### config.mk
export PLATFORM = sky130hd
export DESIGN_NAME = ebc_datapath
export DESIGN_NICKNAME = d
export VERILOG_FILES = /design/src/rtl/ebc_pkg.sv /design/src/rtl/ebc_datapath.sv
export SDC_FILE = /design/constraint.sdc
export NUM_CORES = 1
export LEC_CHECK = 0
export ABC_AREA = 1
export BUFFER_PORTS_ARGS = -buffer_cell sky130_fd_sc_hd__clkbuf_2
export CAP_MARGIN = 20
export CORE_AREA = 5 5 200 202
export CTS_BUF_LIST = sky130_fd_sc_hd__clkbuf_2 sky130_fd_sc_hd__clkbuf_4 sky130_fd_sc_hd__clkbuf_8
export DETAILED_ROUTE_END_ITERATION = 8
export DIE_AREA = 0 0 205 207
export GPL_ROUTABILITY_DRIVEN = 0
export PLACE_DENSITY_LB_ADDON = 0.08
export SYNTH_ARGS = -nofsm -noshare
export SYNTH_HDL_FRONTEND = slang
export SYNTH_SLANG_ARGS = --single-unit
export TNS_END_PERCENT = 5
### constraint.sdc
create_clock -name clk -period 0.8 [get_ports clk]
set_input_delay 0.12 -clock clk [delete_from_list [all_inputs] [get_ports clk]]
set_output_delay 0.12 -clock clk [all_outputs]
set_load 0.01 [all_outputs]
### src/rtl/ebc_pkg.sv
package ebc_pkg;
  // Strobes from control to datapath
  typedef struct packed {
    logic fire;     // a redirect is raised this cycle
    logic notCtrl;  // cause: non-control predicted taken
    logic takenBit; // taken flag for the redirect packet
  } ebc_strobe_t;
endpackage

### src/rtl/ebc_datapath.sv
module ebc_datapath
  import ebc_pkg::*;
#(
  parameter int W     = 4,
  parameter int SEQ_W = 16,
  parameter int PC_W  = 32,
  localparam int IDX_W = (W > 1) ? $clog2(W) : 1
) (
  input  logic                clk,
  input  logic                rstN,
  input  ebc_strobe_t         strobe,
  input  logic [IDX_W-1:0]    selIdx,
  input  logic [W-1:0]        checkMask,
  input  logic [W-1:0]        inValid,
  input  logic [W*SEQ_W-1:0]  inSeq,
  input  logic [W*PC_W-1:0]   inPredTarget,
  input  logic [W*PC_W-1:0]   inDecTarget,
  output logic [W-1:0]        outValid,
  output logic [W*PC_W-1:0]   outPredTarget,
  output logic                rdSquash,
  output logic                rdMispred,
  output logic                rdNotCtrl,
  output logic                rdTaken,
  output logic [PC_W-1:0]     rdNextPc,
  output logic [SEQ_W-1:0]    rdSeq
);
  logic [SEQ_W-1:0]  selSeq;
  logic [PC_W-1:0]   selTarget;
  logic [W-1:0]      younger;
  logic [W-1:0]      nextValid;
  logic [W*PC_W-1:0] nextTarget;

  assign selSeq    = inSeq[int'(selIdx)*SEQ_W +: SEQ_W];
  assign selTarget = inDecTarget[int'(selIdx)*PC_W +: PC_W];

  for (genvar g = 0; g < W; g++) begin : gLane
    logic [SEQ_W-1:0] seqDiff;
    assign seqDiff      = inSeq[g*SEQ_W +: SEQ_W] - selSeq;
    assign younger[g]   = ~seqDiff[SEQ_W-1] & (seqDiff != '0);
    assign nextValid[g] = inValid[g] & ~(strobe.fire & younger[g]);
    assign nextTarget[g*PC_W +: PC_W] = checkMask[g] ? inDecTarget[g*PC_W +: PC_W]
                                                     : inPredTarget[g*PC_W +: PC_W];
  end

  always_ff @(posedge clk or negedge rstN) begin
    if (!rstN) begin
      outValid      <= '0;
      outPredTarget <= '0;
      rdSquash      <= 1'b0;
      rdMispred     <= 1'b0;
      rdNotCtrl     <= 1'b0;
      rdTaken       <= 1'b0;
      rdNextPc      <= '0;
      rdSeq         <= '0;
    end else begin
      outValid      <= nextValid;
      outPredTarget <= nextTarget;
      rdSquash      <= strobe.fire;
      rdMispred     <= strobe.fire;
      rdNotCtrl     <= strobe.fire & strobe.notCtrl;
      rdTaken       <= strobe.fire & strobe.takenBit;
      rdNextPc      <= strobe.fire ? selTarget : '0;
      rdSeq         <= strobe.fire ? selSeq : '0;
    end
  end
endmodule

==> results by group <==
Outcome
  – Status: finished, violations left
  – Failing checks: setup timing

Power and ir drop
  – Power Total: between 20,000 and 30,000 uW
  – Leak Pwr: approximately 0.011 uW
  – Pwr dens: ~1400 nW/um^2
  – Peak supply drop: 1.118 mV

Critical path
  – Startpoint types: input pin
  – Critical Path Most Common Cell: buf_4
  – Worst Setup End Kind: flop
  – Worst setup endpoint: rdSeq[0]$_DFF_PN0_
  – Worst-path cell chain: clkbuf_16, clkinv_8, buf_12, buf_12, a21oi_2, o21ai_2, buf_4, buf_4, buf_4, buf_4, buf_4, buf_4, buf_4, buf_4, buf_4, buf_4, buf_4, buf_4, buf_4, a21oi_4
  – Crit path largest cell delay: around 140 ps
  – Worst EP arrival: 2510 ps
  – CP startpoint: selIdx[1]
  – CP Class: input pin to flop
  – Critical Path RT: roughly 1300 ps
  – Slowest-stage cell, CP: buf_4
  – Max FO, Critical Path: 6

Drt
  – DR WL/cell: between 15 and 20 um
  – DRC: 0
  – Via Count: between 10,000 and 15,000
  – ANT nets after route: 0
  – Detailed Route Iter0 Violations: 960
  – Detailed Route WL: ~61,000 um
  – DR pass1 iterations: 7
  – Drt via density: about 4.8

Worst hold path
  – Hold Crit Class: input pin to flop

Yosys
  – Syn Inst Count: roughly 1,500
  – Post-synthesis adder-cell area fraction: roughly 7.9%
  – Synth cell types: 31
  – Top post-synthesis cells by area: dfrtp_1 (39%), nand2_1 (12%), mux2_2 (12%)
  – Xor and xnor fraction of the mapped netlist area: less than 1%
  – Cell Area, Synth: around 12,000 sq um
  – Yosys reg bits: between 150 and 200
  – Simple-Gate Fraction of Synth Area: 25.41%
  – Synth top area share: about two fifths
  – Synth Area in Compound Gates: 8.044%
  – Seq/Total Area, Yosys: 38.69%
  – Largest family of logic cells by synthesized area: simple AND/OR/NAND/NOR gates
  – Mean Syn Cell Area: between 7 and 8 sq um
  – Mapped Nets: ~1,900
  – Syn. warnings: 0
  – Synth area leader: dfrtp_1
  – Post-synthesis mux area share: a little under an eighth

Cells and area
  – Commonest non-fill, non-tap cell in the layout: clkbuf_2
  – Final design utilization: between 50 and 60%
  – Layout cells sized above 1: 40.48%
  – Most frequent cells in the layout: clkbuf_2 (488), nand2_1 (363), dlygate4sd3_1 (264)
  – P&R area growth vs syn: 76.13%
  – Layout net count: about 2,900

Global routing
  – First-pass GRT wire length: 90,530 um
  – Vias in the first global route: roughly 15,000
  – Total global-route track usage: 27.72%
  – Antenna violations before repair: 7
  – Largest net degree at the start of global routing: 67
  – Grt total ovfl: 0

Die
  – Die area: about 42,000 sq um
  – # IOs: ~520
  – Starting density of the core: a little over 30%
  – Height of the die: approximately 210 um
  – Die width: slightly above 200 um
  – Core Area: 38,110 sq um
  – Rows: between 70 and 80

STA
  – Worst Max-Slew Pin Slew: roughly 380 ps
  – Final hold violations: 0
  – RSZ-0062 raised after global routing: true
  – Final Cycle Share: 256.7%
  – Final setup margin: -1253 ps
  – Final-report setup violation count: around 200
  – Minimum clock period after layout: 2053 ps
  – Achievable frequency: 487.0 MHz
  – Final-report max-slew violation count: 0
  – Hold WS: 74.84 ps
  – Rel. slew slack: roughly 75%

Placed design
  – Setup WS pre-CTS: -1879 ps
  – HPWL after DPL: between 40,000 and 50,000 um
  – # port buffers: between 500 and 600

Clock tree
  – Root buffer cell: clkbuf_8
  – Longest Clk Path Bufs: 2
  – Num CTS Buffers: 17
  – Clock sinks: about 180
  – Clock transition at the registers of the reported paths: approximately 110 ps
  – CTS tree: yes
  – H-tree depth: 4

Job
  – Max_cap viols: 0
-- per-layer routing --
metal  vias up  global-route usage [%]  routed length (um)
met5         -                       0                   0
met3       146                   5.443                3849
met2       650                   45.15               28790
met4         0                   14.00                3198
li1       6970                       -                   -
met1      6870                   34.95               25370
-- registers in the layout, summed over array words and instances, names as in the netlist --
| signal | flops |
|---|---|
| outPredTarget | 128 |
| rdNextPc | 32 |
| rdSeq | 16 |
| outValid | 4 |
| rdMispred | 1 |
| rdNotCtrl | 1 |
| rdTaken | 1 |
-- synthesized netlist by cell type --
library cell / instances
nand2_1: 387
nor2_1: 232
dfrtp_1: 183
inv_1: 176
mux2_2: 126
a21oi_1: 90
nand3_1: 89
ha_1: 68
o21ai_0: 68
clkbuf_1: 37
nand4_1: 14
a32o_1: 13
buf_1: 10
nor3_1: 10
and2_1: 7
nand3b_1: 5
xor2_1: 5
fa_1: 4
buf_2: 3
buf_4: 2
xnor2_1: 2
a21boi_1: 1
a32oi_1: 1
buf_6: 1
clkinv_1: 1
inv_2: 1
nand2_2: 1
nor3b_1: 1
o211ai_1: 1
o31ai_1: 1
or2_2: 1
-- stage by stage --
step                      TNS, ps  cells  area, sq um
after floorplan            -53270   1541        12000
after global placement     -61840   2732        16710
after detailed placement   -61630   2732        16710
after CTS                  -78630   3057        20460
after global routing       -82430   3072        20840
final                      -70780   3074        20850
-- final cells by class --
type	instances	area, sq um
fillers	3528	17260
repair buffers	1027	7600
clock inverters	13	132.6
well taps	518	648.1
inverters	178	695.7
diodes	9	22.52
multi-input cells	1127	6908
clock buffers	19	261.5
flip-flops and latches	183	4579
-- timing repair --
item	in CTS	in global routing
resized for setup	72	107
setup endpoints to repair	224	224
endpoints found under the hold margin	349	1
pin swaps	22	28
buffers inserted	24	8
hold buffers	265	1
cloned	4	0
-- worst min path at each step --
| stage | start | end | slack, ps | depth (start not counted) |
|---|---|---|---|---|
| final | checkMask[1] | outPredTarget[63]$_DFF_PN0_ | 70 | 3 |
| after global routing | checkMask[1] | outPredTarget[63]$_DFF_PN0_ | 30 | 3 |
| after CTS | inDecTarget[2] | rdNextPc[2]$_DFF_PN0_ | 10 | 5 |
| after detailed placement | rstN | rdTaken$_DFF_PN0_ | -30 | 1 |
| after global placement | rstN | rdTaken$_DFF_PN0_ | -30 | 1 |
| after floorplan | rstN | outPredTarget[0]$_DFF_PN0_ | -180 | 0 |
-- where the power goes --
part	leakage, uW	total, uW	switching, uW	internal (uW)
clock network	0.000199	6730	4010	2720
logic	0.00858	12700	6610	6080
registers	0.00220	10200	230	9930
total	0.0110	29600	10800	18700
-- logic make-up after synthesis --
family | after synthesis
flops | 183
fa+ha+maj | 72
buf+inv | 231
simple gates | 747
compound gates | 175
xor+xnor | 7
mux | 126
-- critical path: cells and delay by family --
| family | cells | cell delay (ps) |
|---|---|---|
| buf+inv | 17 | 2030 |
| compound gates | 3 | 330 |
Power figures use the tool's default switching activity.
